===== src/rtl/bcs_pkg.sv =====
package bcs_pkg;
  localparam int STAT_W = 3;
  localparam logic [STAT_W-1:0] CODE_IDLE = {STAT_W{1'b1}};

  typedef enum logic [2:0] {
    PH_IDLE, PH_T1, PH_T2, PH_T3, PH_TW, PH_T4
  } phase_e;

  typedef enum logic [2:0] {
    CY_NONE, CY_IORD, CY_IOWR, CY_MRD, CY_MWR, CY_ACK
  } cyc_e;
endpackage


===== src/rtl/bcs_decode.sv =====
module bcs_decode
  import bcs_pkg::*;
(
  input  logic [STAT_W-1:0] stat_n,
  output cyc_e              kind,
  output logic              passive
);
  always_comb begin
    case (stat_n)
      3'b000:  kind = CY_ACK;
      3'b001:  kind = CY_IORD;
      3'b010:  kind = CY_IOWR;
      3'b101:  kind = CY_MRD;
      3'b110:  kind = CY_MWR;
      default: kind = CY_NONE;
    endcase
  end

  assign passive = (stat_n == CODE_IDLE);
endmodule


===== src/rtl/bcs_seq.sv =====
module bcs_seq
  import bcs_pkg::*;
(
  input  logic   clk,
  input  logic   rst,
  input  logic   passive,
  input  cyc_e   kind,
  input  logic   rdy,
  output phase_e ph_d,
  output cyc_e   kind_d
);
  phase_e ph_q;
  cyc_e   kind_q;
  logic   prev_pass;
  logic   start;

  assign start = (ph_q == PH_IDLE) && !passive && prev_pass;

  always_comb begin
    ph_d   = ph_q;
    kind_d = kind_q;
    case (ph_q)
      PH_IDLE: if (start) begin
        ph_d   = PH_T1;
        kind_d = kind;
      end
      PH_T1:          ph_d = PH_T2;
      PH_T2:          ph_d = PH_T3;
      PH_T3, PH_TW:   ph_d = rdy ? PH_T4 : PH_TW;
      PH_T4:          ph_d = PH_IDLE;
      default:        ph_d = PH_IDLE;
    endcase
  end

  always_ff @(posedge clk) begin
    if (rst) begin
      ph_q      <= PH_IDLE;
      kind_q    <= CY_NONE;
      prev_pass <= 1'b1;
    end else begin
      ph_q      <= ph_d;
      kind_q    <= kind_d;
      prev_pass <= passive;
    end
  end

  // a low ready at the end of T3 or Tw yields a wait state
  assert_wait_insert_R5: assert property (@(posedge clk) disable iff (rst)
    ((ph_q == PH_T3 || ph_q == PH_TW) && !rdy) |=> (ph_q == PH_TW));
  assert_wait_exit_R5: assert property (@(posedge clk) disable iff (rst)
    ((ph_q == PH_T3 || ph_q == PH_TW) && rdy) |=> (ph_q == PH_T4));
  assert_t4_ends_R5: assert property (@(posedge clk) disable iff (rst)
    (ph_q == PH_T4) |=> (ph_q == PH_IDLE));
  // no start while the previous code was non-passive
  assert_no_restart_R9: assert property (@(posedge clk) disable iff (rst)
    (ph_q == PH_IDLE && !prev_pass) |=> (ph_q == PH_IDLE));
endmodule


===== src/rtl/bcs_drive.sv =====
module bcs_drive
  import bcs_pkg::*;
(
  input  logic   clk,
  input  logic   rst,
  input  phase_e ph_d,
  input  cyc_e   kind_d,
  output logic   ale,
  output logic   mem_rd,
  output logic   mem_wr,
  output logic   io_rd,
  output logic   io_wr,
  output logic   int_ack,
  output logic   xcvr_en,
  output logic   dir_tx
);
  logic in_cmd, in_data, is_wr, is_rx;

  assign in_cmd  = (ph_d == PH_T2) || (ph_d == PH_T3) || (ph_d == PH_TW);
  assign in_data = in_cmd || (ph_d == PH_T4);
  assign is_wr   = (kind_d == CY_MWR) || (kind_d == CY_IOWR);
  assign is_rx   = (kind_d == CY_MRD) || (kind_d == CY_IORD) || (kind_d == CY_ACK);

  always_ff @(posedge clk) begin
    if (rst) begin
      ale     <= 1'b0;
      mem_rd  <= 1'b0;
      mem_wr  <= 1'b0;
      io_rd   <= 1'b0;
      io_wr   <= 1'b0;
      int_ack <= 1'b0;
      xcvr_en <= 1'b0;
      dir_tx  <= 1'b0;
    end else begin
      ale     <= (ph_d == PH_T1);
      mem_rd  <= in_cmd && (kind_d == CY_MRD);
      mem_wr  <= in_cmd && (kind_d == CY_MWR);
      io_rd   <= in_cmd && (kind_d == CY_IORD);
      io_wr   <= in_cmd && (kind_d == CY_IOWR);
      int_ack <= in_cmd && (kind_d == CY_ACK);
      xcvr_en <= (in_cmd && is_rx) || (in_data && is_wr);
      dir_tx  <= is_wr && (ph_d != PH_IDLE);
    end
  end

  // never more than one command strobe
  assert_one_cmd_R4: assert property (@(posedge clk) disable iff (rst)
    $onehot0({mem_rd, mem_wr, io_rd, io_wr, int_ack}));
  // address latch enable lasts one state and never overlaps a command
  assert_ale_pulse_R2: assert property (@(posedge clk) disable iff (rst)
    ale |=> !ale);
  assert_ale_no_cmd_R2: assert property (@(posedge clk) disable iff (rst)
    ale |-> !(mem_rd || mem_wr || io_rd || io_wr || int_ack || xcvr_en));
  // writes keep the transceiver on after the command drops, reads do not
  assert_wr_en_t4_R6: assert property (@(posedge clk) disable iff (rst)
    $fell(mem_wr || io_wr) |-> xcvr_en);
  assert_rd_en_off_R6: assert property (@(posedge clk) disable iff (rst)
    $fell(mem_rd || io_rd || int_ack) |-> !xcvr_en);
  // direction turns to transmit only at T1 and back only when the cycle is over
  assert_dir_rise_R7: assert property (@(posedge clk) disable iff (rst)
    $rose(dir_tx) |-> ale);
  assert_dir_fall_R7: assert property (@(posedge clk) disable iff (rst)
    $fell(dir_tx) |-> !(xcvr_en || mem_wr || io_wr));
endmodule


===== src/rtl/bus_cycle_ctl.sv =====
module bus_cycle_ctl
  import bcs_pkg::*;
(
  input  logic              clk,
  input  logic              rst,
  input  logic [STAT_W-1:0] stat_n,
  input  logic              rdy,
  output logic              ale,
  output logic              mem_rd,
  output logic              mem_wr,
  output logic              io_rd,
  output logic              io_wr,
  output logic              int_ack,
  output logic              xcvr_en,
  output logic              dir_tx
);
  cyc_e   kind_now, kind_nxt;
  logic   passive;
  phase_e ph_nxt;

  bcs_decode u_dec (
    .stat_n  (stat_n),
    .kind    (kind_now),
    .passive (passive)
  );

  bcs_seq u_seq (
    .clk     (clk),
    .rst     (rst),
    .passive (passive),
    .kind    (kind_now),
    .rdy     (rdy),
    .ph_d    (ph_nxt),
    .kind_d  (kind_nxt)
  );

  bcs_drive u_drv (
    .clk     (clk),
    .rst     (rst),
    .ph_d    (ph_nxt),
    .kind_d  (kind_nxt),
    .ale     (ale),
    .mem_rd  (mem_rd),
    .mem_wr  (mem_wr),
    .io_rd   (io_rd),
    .io_wr   (io_wr),
    .int_ack (int_ack),
    .xcvr_en (xcvr_en),
    .dir_tx  (dir_tx)
  );

  // reset leaves every output low
  assert_reset_quiet_R1: assert property (@(posedge clk)
    rst |=> !(ale || mem_rd || mem_wr || io_rd || io_wr || int_ack || xcvr_en || dir_tx));
endmodule


===== config.mk =====
export PLATFORM = sky130hd
export DESIGN_NAME = bus_cycle_ctl
export DESIGN_NICKNAME = d
export VERILOG_FILES = /design/src/rtl/bcs_pkg.sv /design/src/rtl/bcs_decode.sv /design/src/rtl/bcs_seq.sv /design/src/rtl/bcs_drive.sv /design/src/rtl/bus_cycle_ctl.sv
export SDC_FILE = /design/constraint.sdc
export NUM_CORES = 1
export LEC_CHECK = 0
export ABC_AREA = 1
export BUFFER_PORTS_ARGS = -buffer_cell sky130_fd_sc_hd__buf_4
export CAP_MARGIN = 20
export CORE_MARGIN = 10
export CORE_UTILIZATION = 37
export CTS_BUF_LIST = sky130_fd_sc_hd__clkbuf_4 sky130_fd_sc_hd__clkbuf_8
export CTS_CLUSTER_SIZE = 40
export DETAILED_ROUTE_END_ITERATION = 16
export GPL_ROUTABILITY_DRIVEN = 0
export PLACE_DENSITY = 0.65
export SLEW_MARGIN = 25
export SYNTH_ARGS = -nofsm -noshare
export SYNTH_HDL_FRONTEND = slang
export SYNTH_SLANG_ARGS = --single-unit
export TNS_END_PERCENT = 100

===== constraint.sdc =====
create_clock -name clk -period 3.9 [get_ports clk]
set_input_delay 0.975 -clock clk [delete_from_list [all_inputs] [get_ports clk]]
set_output_delay 0.975 -clock clk [all_outputs]
set_load 0.1 [all_outputs]

==> results.yml, run 1 <==
status:
  status: "complete, no violations"
finish:
  final_area_sq_um: 990
  fillers: 229
  drive_gt1_share_pct: 30.6
  num-nets-final: 134
  diodes: 0
  multiInputGateArea_sq_um: 467
  regArea_sq_um: 300
  syn2layout_area_growth_pct: 18.9
floorplanning:
  die_h_microns: 67.4
  initial_core_util_pct: 38.4
  io_pins: 14
  die_w_microns: 67.4
  core_area_sq_um: 2170
  dieArea_sq_um: 4550
  rows: 17
logic_synthesis:
  syn_inst: 105
  yosys_warnings: 0
  synth_edf_count: 0
  synthFlopType: "dfxtp_1"
  synthTopCellsByArea: "dfxtp_1 36%, nand2_1 12%, ha_1 9.0%, inv_1 6.3%, nand2_2 4.5%"
  synth_largest_area_cell: "dfxtp_1"
  ys_seq_area_share_pct: 36.1
  yosysMostFrequentCell: "nand2_1"
  ys_ff_latch: 15
  synthTopCellsByCount: "27 x nand2_1, 15 x dfxtp_1, 14 x inv_1"
  async_reset_ff_share_pct: 0
  synth_top_area_share_pct: 36.1
  synth_cell_types: 25
  syn-num-nets: 117
  synthesis.area_per_instance_sq_um: 7.92
  syn-cell-area_sq_um: 832
power:
  ir_worst_vdd_uv: 313
  pwr-share-seq_pct: 35.7
  clockPowerShare_pct: 18.2
  finalPower_mw: 0.514
  power.internal_mw: 0.287
  power_density_nw_per_um2: 520
  comb_power_share_pct: 46.1
  p_sw_mw: 0.227
  sw_frac_of_total_pct: 44.1
  p_leak_nw: 0.499
min_path:
  hold_start: "u_seq.ph_q[2]"
  worstHoldPathCells: 3
  hold_path_class: "reg -> reg"
  hold_path_end: "u_seq.ph_q[1]"
clocking:
  post-cts-setup-buffer-count: 0
  cts_made_buffers: 3
  tritoncts: "built"
  holdBufCountCts: 0
  clkSinkCount: 15
  root_buffer: "clkbuf_4"
  clk_latency_ns: 0.28
  cts_buffer_depth: 2
  cts-resized-gates: 0
  ctsHtreeMaxLevel: 1
  path_clk_slew_ns: 0.08
routing:
  via_per_inst: 4.37
  routed_wl_microns: 1500
  dr_total_vias: 651
  firstDrtPassIters: 4
  wire_per_inst_microns: 10.1
  drtAntennaViolNets: 0
  drc: 0
  drt_iter0_markers: 11
setup_path:
  setup.worst_path.end_class: "register"
  cp.required_ns: 4.08
  reg2reg_depth: 8
  cp-start-kind: "input pin"
  worstPathMaxFanout: 4
  arrival_ns: 2.13
  path_class: "in -> reg"
  r2r_start: "u_seq.ph_q[1]"
  r2r_setup_slack_ns: 2.47
  r2r_end: "u_drv.io_rd"
timing:
  hold_violations: 0
  setup_violations: 0
  max_slew_margin_pct: 81.4
  finalCriticalPeriod_ns: 1.96
  tightest_slew_ns: 0.281
  fmax_mhz: 511
  period_share_pct: 50.2
  slew_violations: 0
  rsz0062_at_grt: "no"
  fin_skew_ns: 0.00206
  tns_ns: 0
placement:
  placed_area_sq_um: 960
  hpwl_microns: 1260
  io_buffers: 13
global_routing:
  grt_overflow_total: 0
  track_usage_pct: 7.30
  grt_first_pass_wirelength_microns: 2620
  grtUsageMet1_pct: 7.16
  grt_max_degree: 10
  gr-max-usage-layer: "met2"
  grtUsageMet2_pct: 13.0
  first_global_vias: 667
  antenna_found_initial: 0
  met3_usage_pct: 4.30
run:
  maxCapViolations: 0
power groups by stage:
stage,registers (mW),logic [mW],clock network (mW)
6_report,0.183,0.237,0.0937
5_1_grt,0.186,0.260,0.102
4_1_cts,0.184,0.239,0.0980
3_5_place_dp,0.187,0.239,0
3_3_place_gp,0.186,0.237,0
2_1_floorplan,0.253,0.131,0
stage by stage:
step                cells  setup slack [ns]  utilization (%)  hold slack, ns
floorplan             105              1.86                -           0.526
global route          149              1.78             45.6           0.627
finish                149              1.94             45.6           0.586
global placement      145              1.67             44.2           0.562
detailed placement    145              1.63             44.2           0.583
CTS                   149              1.94             45.6           0.598
cell families after synthesis:
group	after synthesis	share of synthesized area, %
AO/OA/AOI/OAI	7	7.52
adder cells (fa/ha/maj)	6	9.02
buffers and inverters	17	7.82
flip-flops	15	36.1
AND/OR/NAND/NOR	60	39.5
critical path, stage by stage:
cell	delay (ns)
buf_4	0.10
inv_1	0.06
ha_1	0.31
nand2_1	0.06
nand2_1	0.08
inv_1	0.04
nand2_1	0.05
nand2_1	0.08
nand2_2	0.08
clkinv_1	0.06
nand2_2	0.08
nand2_1	0.05
nand2_1	0.05
nand2_1	0.04
area by class of cell:
class	count	area share (%)
clock buffer	4	3.03
inverter	16	6.07
multi-input combinational	73	47.2
sequential	15	30.3
tap	28	3.54
timing repair buffer	13	9.86
worst max-delay path by stage:
stage,from,end,cells after the start,slack [ns]
6_report,stat_n[0],u_drv.xcvr_en,14,1.94
5_1_grt,stat_n[0],u_drv.xcvr_en,14,1.78
4_1_cts,stat_n[0],u_drv.xcvr_en,14,1.94
3_3_place_gp,stat_n[0],u_drv.xcvr_en,12,1.67
2_1_floorplan,stat_n[1],u_drv.xcvr_en,13,1.86
3_5_place_dp,stat_n[0],u_drv.xcvr_en,14,1.63
registers in the layout, summed over array words and instances, names as in the netlist:
register,cells
u_drv.mem_rd,1
u_seq.prev_pass,1
u_drv.io_rd,1
u_drv.ale,1
u_drv.int_ack,1
u_seq.ph_q,3
u_drv.xcvr_en,1
u_drv.dir_tx,1
u_drv.io_wr,1
u_drv.mem_wr,1
u_seq.kind_q,3
layer usage:
layer	vias to the layer above	part of all wire (%)
met2	7	49
li1	355	-
met1	287	44
met5	-	0
met4	0	0.47
met3	2	6.6
cells in the final DEF (no fill, tap or decap):
| cell | instances |
|---|---|
| nand2_1 | 27 |
| dfxtp_1 | 15 |
| inv_1 | 14 |
| buf_4 | 13 |
| nor2_1 | 9 |
| nand2_2 | 6 |
| ha_1 | 6 |
| clkbuf_4 | 4 |
| nor2_4 | 3 |
| nand2_4 | 3 |
| nand3_1 | 3 |
| nor3_1 | 3 |
| nor2_2 | 2 |
| a21oi_1 | 1 |
| inv_2 | 1 |
| nand4_2 | 1 |
| nor2_8 | 1 |
| o21ai_1 | 1 |
| o21bai_4 | 1 |
| o21bai_2 | 1 |
| clkinv_1 | 1 |
| nand3b_1 | 1 |
| a21oi_2 | 1 |
| nand4_1 | 1 |
| o211ai_1 | 1 |
| a31oi_1 | 1 |
Note: power is estimated with default switching activity, not from simulation.
==> run 2: changes to the inputs <==
--- a/config.mk
+++ b/config.mk
@@ -14,7 +14,7 @@
 export CTS_CLUSTER_SIZE = 40
 export DETAILED_ROUTE_END_ITERATION = 16
 export GPL_ROUTABILITY_DRIVEN = 0
-export PLACE_DENSITY = 0.65
+export PLACE_DENSITY = 0.68
 export SLEW_MARGIN = 25
 export SYNTH_ARGS = -nofsm -noshare
 export SYNTH_HDL_FRONTEND = slang
==> constraint.sdc (replaced) <==
create_clock -name clk -period 1.77 [get_ports clk]
set_input_delay 0.4425 -clock clk [delete_from_list [all_inputs] [get_ports clk]]
set_output_delay 0.4425 -clock clk [all_outputs]
set_load 0.1 [all_outputs]
==> run 2 against run 1 <==
Net effect:
- worst setup slack got worse by 1.6 ns
- global-route usage grew 0.63 points
- sequential share of layout area increased by 0.077 points
- largest power group unchanged
- power is 120% higher
==> results.yml, run 2 (synthesis results as in run 1) <==
floorplanning:
  die_w_microns: 67.4
  initial_core_util_pct: 38.4
  die_h_microns: 67.4
  rows: 17
  core_area_sq_um: 2170
  dieArea_sq_um: 4550
  io_pins: 14
routing:
  dr_total_vias: 651
  drc: 0
  wire_per_inst_microns: 10.3
  drtAntennaViolNets: 0
  drt_iter0_markers: 16
  via_per_inst: 4.37
  firstDrtPassIters: 4
  routed_wl_microns: 1540
clocking:
  tritoncts: "built"
  holdBufCountCts: 0
  root_buffer: "clkbuf_4"
  cts-resized-gates: 0
  ctsHtreeMaxLevel: 1
  path_clk_slew_ns: 0.09
  post-cts-setup-buffer-count: 0
  cts_buffer_depth: 2
  clk_latency_ns: 0.28
  clkSinkCount: 15
  cts_made_buffers: 3
finish:
  drive_gt1_share_pct: 30.6
  top_regs: "u_seq.kind_q (3), u_seq.ph_q (3)"
  mostFrequentLayoutCell: "nand2_1"
  syn2layout_area_growth_pct: 18.6
  final_util_pct: 45.5
  fillers: 227
  diodes: 0
  final_cell_mix: "27 x nand2_1, 15 x dfxtp_1, 14 x inv_1"
  num-nets-final: 134
timing:
  rsz0062_at_grt: "no"
  tns_ns: 0
  max_slew_margin_pct: 81.5
  finalCriticalPeriod_ns: 1.43
  period_share_pct: 80.7
  hold_violations: 0
  setup_violations: 0
  fmax_mhz: 700
  fin_skew_ns: 0.00763
  tightest_slew_ns: 0.280
  slew_violations: 0
global_routing:
  antenna_found_initial: 0
  grtUsageMet2_pct: 12.2
  grt_first_pass_wirelength_microns: 2750
  track_usage_pct: 7.93
  grt_max_degree: 10
  grt_overflow_total: 0
  gr-max-usage-layer: "met2"
  met3_usage_pct: 2.81
  grtUsageMet1_pct: 9.03
  first_global_vias: 652
setup_path:
  path_class: "in -> reg"
  worstPathMaxFanout: 4
  cp.required_ns: 1.96
  setup.worst_path.end_class: "register"
  arrival_ns: 1.61
  cp-start-kind: "input pin"
placement:
  io_buffers: 13
  hpwl_microns: 1260
status:
  status: "complete, no violations"
run:
  maxCapViolations: 0
min_path:
  hold_path_class: "in -> reg"
power:
  power_density_nw_per_um2: 1140
  p_leak_nw: 0.498
  ir_worst_vdd_uv: 573
==> run 2: cell count changes in the layout (fill, tap and decap cells not counted) <==
cell      change
clkbuf_4      -1
clkinv_2      +1
==> run 2: layout make-up <==
type	count	area, sq um	area share (%)
multi-input combinational	73	467	47.3
sequential	15	300	30.4
tap	28	35.0	3.55
clock inverter	1	5.00	0.507
timing repair buffer	13	97.6	9.89
inverter	16	60.1	6.08
clock buffer	3	22.5	2.28
==> run 2: worst max-delay path, stage by stage <==
cell and delay, ns:
buf_4 0.10, inv_1 0.05, ha_1 0.32, inv_1 0.04, nand2_1 0.05, nand2_1 0.06
nand2_2 0.10, nand2_4 0.08, nand2_2 0.07, clkinv_1 0.07, nand2_2 0.08, nand2_1 0.06
nand2_1 0.06, nand2_1 0.04
==> run 2: routing by layer <==
| metal | wire length (microns) | vias up | share of wire [%] |
|---|---|---|---|
| met3 | 88 | 2 | 5.7 |
| met2 | 745 | 12 | 48 |
| met5 | 0 | - | 0 |
| met4 | 17 | 0 | 1.1 |
| met1 | 687 | 282 | 45 |
| li1 | - | 355 | - |
==> run 2: metrics by stage <==
stage               total power [mW]  hold WS (ns)  cells  cell area (sq um)  setup WS [ns]
finish                          1.13         0.428    149                987          0.342
global route                    1.22         0.419    149                987          0.209
CTS                             1.14         0.424    149                987          0.334
detailed placement             0.943         0.552    145                960         0.0315
global placement               0.932         0.540    145                960         0.0872
floorplan                      0.845         0.526    105                832          0.266
==> run 2: final timing paths <==
check | from | end | slack, ns | depth (start not counted)
worst max-delay path | stat_n[0] | u_drv.xcvr_en | 0.34 | 14
worst min-delay path | stat_n[2] | u_seq.prev_pass | 0.43 | 3
worst max register to register | u_seq.ph_q[0] | u_drv.xcvr_en | 0.34 | 9
worst min register to register | u_seq.ph_q[2] | u_seq.ph_q[1] | 0.57 | 3
==> run 2: power breakdown <==
group	leakage (nW)	total (mW)	internal, mW	switching [mW]
registers	0.123	0.404	0.381	0.0229
logic	0.358	0.526	0.148	0.378
clock network	0.0177	0.195	0.0839	0.111
==> run 3: changes to the inputs <==
--- a/config.mk
+++ b/config.mk
@@ -14,7 +14,7 @@
 export CTS_CLUSTER_SIZE = 40
 export DETAILED_ROUTE_END_ITERATION = 16
 export GPL_ROUTABILITY_DRIVEN = 0
-export PLACE_DENSITY = 0.68
+export PLACE_DENSITY = 0.65
 export SLEW_MARGIN = 25
 export SYNTH_ARGS = -nofsm -noshare
 export SYNTH_HDL_FRONTEND = slang
==> constraint.sdc (replaced) <==
create_clock -name clk -period 1.5 [get_ports clk]
set_input_delay 0.375 -clock clk [delete_from_list [all_inputs] [get_ports clk]]
set_output_delay 0.375 -clock clk [all_outputs]
set_load 0.1 [all_outputs]
==> run 3 against run 2 <==
Net effect:
- die area unchanged
- combinational power up 33%
- clock-buffer cell count increased by 1
- core utilization up 3.5 points
- routed wire length rose by 6.6%
- sequential share of layout area is 1.8 points lower
- critical path type is now reg -> reg
- largest cell class unchanged
- largest power group unchanged
- highest routed layer unchanged
==> results.yml, run 3 (synthesis results as in run 1) <==
status:
  status: "complete, no violations"
global_routing:
  track_usage_pct: 7.65
  first_global_vias: 662
  grt_first_pass_wirelength_microns: 2700
  grt_overflow_total: 0
  grt_max_degree: 10
  antenna_found_initial: 0
power:
  sw_frac_of_total_pct: 43.9
  comb_power_share_pct: 49.0
  p_leak_nw: 0.539
  pwr-share-seq_pct: 33.7
  finalPower_mw: 1.43
  p_sw_mw: 0.627
  power_density_nw_per_um2: 1350
  clockPowerShare_pct: 17.3
  power.internal_mw: 0.802
  ir_worst_vdd_uv: 782
floorplanning:
  rows: 17
  initial_core_util_pct: 38.4
  dieArea_sq_um: 4550
  die_h_microns: 67.4
  core_area_sq_um: 2170
  io_pins: 14
  die_w_microns: 67.4
routing:
  routed_wl_microns: 1640
  drtAntennaViolNets: 0
  firstDrtPassIters: 4
  drc: 0
  dr_total_vias: 707
  via_per_inst: 4.53
  drt_iter0_markers: 29
  wire_per_inst_microns: 10.5
finish:
  num-nets-final: 141
  final_cell_mix: "25 x nand2_1, 20 x buf_4, 14 x dfxtp_1"
  final_area_sq_um: 1060
  top_regs: "u_seq.kind_q (3), u_seq.ph_q (3)"
  drive_gt1_share_pct: 40.6
  diodes: 0
  syn2layout_area_growth_pct: 27.7
  mostFrequentLayoutCell: "nand2_1"
timing:
  slew_violations: 0
  max_slew_margin_pct: 81.5
  hold_violations: 0
  setup_violations: 0
  tightest_slew_ns: 0.280
  fmax_mhz: 715
  fin_skew_ns: 0.00467
  finalCriticalPeriod_ns: 1.40
  period_share_pct: 93.2
min_path:
  worstHoldPathCells: 2
  hold_path_end: "u_seq.ph_q[2]"
  hold_path_class: "in -> reg"
  hold_start: "rst"
clocking:
  root_buffer: "clkbuf_4"
  ctsHtreeMaxLevel: 1
  cts_made_buffers: 3
  path_clk_slew_ns: 0.09
  clk_latency_ns: 0.28
  cts_buffer_depth: 2
  tritoncts: "built"
  clkSinkCount: 15
setup_path:
  cp_slowest_cell: "dfxtp_4"
  cp-start-kind: "register"
  r2r_end: "u_drv.xcvr_en"
  cp_num_buf_inv: 1
  crit_chain: "nor2_4 -> nand2_4 -> o21bai_4 -> nand2_4 -> buf_4 -> o211ai_1 -> nand2_1"
  r2r_setup_slack_ns: 0.10
  reg2reg_depth: 7
  arrival_ns: 1.58
  critPathMaxStageDelay_ns: 0.37
  path_class: "reg -> reg"
  r2r_start: "u_seq.ph_q[1]"
  cp_top_family: "simple AND/OR/NAND/NOR gates"
  worstPathMaxFanout: 5
  crit_top_cell: "nand2_4"
  cp.required_ns: 1.68
  setup.worst_path.end_class: "register"
placement:
  placed_area_sq_um: 997
  hpwl_microns: 1280
  io_buffers: 13
run:
  maxCapViolations: 0
-- run 3: cell count changes in the layout (fill, tap and decap cells not counted), sizes merged --
cell    before  now
buf         13   20
clkinv       2    0
clkbuf       3    4
inv         15   16
-- run 3: power by group through the flow --
stage / combinational [mW] / clock, mW / sequential, mW
CTS: 0.661 / 0.259 / 0.479
global placement: 0.652 / 0 / 0.484
floorplan: 0.340 / 0 / 0.657
finish: 0.700 / 0.247 / 0.482
global route: 0.762 / 0.274 / 0.487
detailed placement: 0.657 / 0 / 0.488
-- run 3: cell type report --
class / instances / area, sq um
fillers: 218 / 1110
repair buffers: 20 / 150
well taps: 28 / 35.0
flip-flops and latches: 15 / 304
multi-input cells: 73 / 483
clock buffers: 4 / 30.0
inverters: 16 / 60.1
-- run 3: repair_timing --
item,in CTS,in global routing
buffers inserted,0,2
hold buffers,0,0
setup endpoints to repair,0,6
gates resized for setup,0,10
-- run 3: metrics by stage --
stage / utilization [%] / setup slack (ns) / hold slack, ns / cells / TNS, ns
detailed placement: 46.0 / -0.147 / 0.568 / 150 / -0.590
CTS: 47.3 / 0.0466 / 0.343 / 154 / 0
global placement: 46.0 / -0.131 / 0.560 / 150 / -0.406
floorplan: - / 0.0637 / 0.522 / 105 / 0
finish: 49.0 / 0.101 / 0.356 / 156 / 0
global route: 49.0 / -0.0293 / 0.362 / 156 / -0.0385
-- run 3: worst max-delay path by stage --
stage	depth (start not counted)	slack (ns)	startpoint	endpoint
after global placement	12	-0.13	stat_n[0]	u_drv.xcvr_en
final	7	0.10	u_seq.ph_q[1]	u_drv.xcvr_en
after floorplan	13	0.06	stat_n[1]	u_drv.xcvr_en
after CTS	8	0.05	u_seq.ph_q[1]	u_drv.io_rd
after detailed placement	12	-0.15	stat_n[0]	u_drv.xcvr_en
after global routing	7	-0.03	u_seq.ph_q[1]	u_drv.io_rd
-- run 3: layer usage --
metal | vias up | wire length [microns] | GRT usage, %
li1 | 369 | - | -
met1 | 318 | 693 | 7.42
met5 | - | 0 | 0
met3 | 6 | 84 | 3.80
met4 | 0 | 43 | 3.08
met2 | 14 | 818 | 13.6
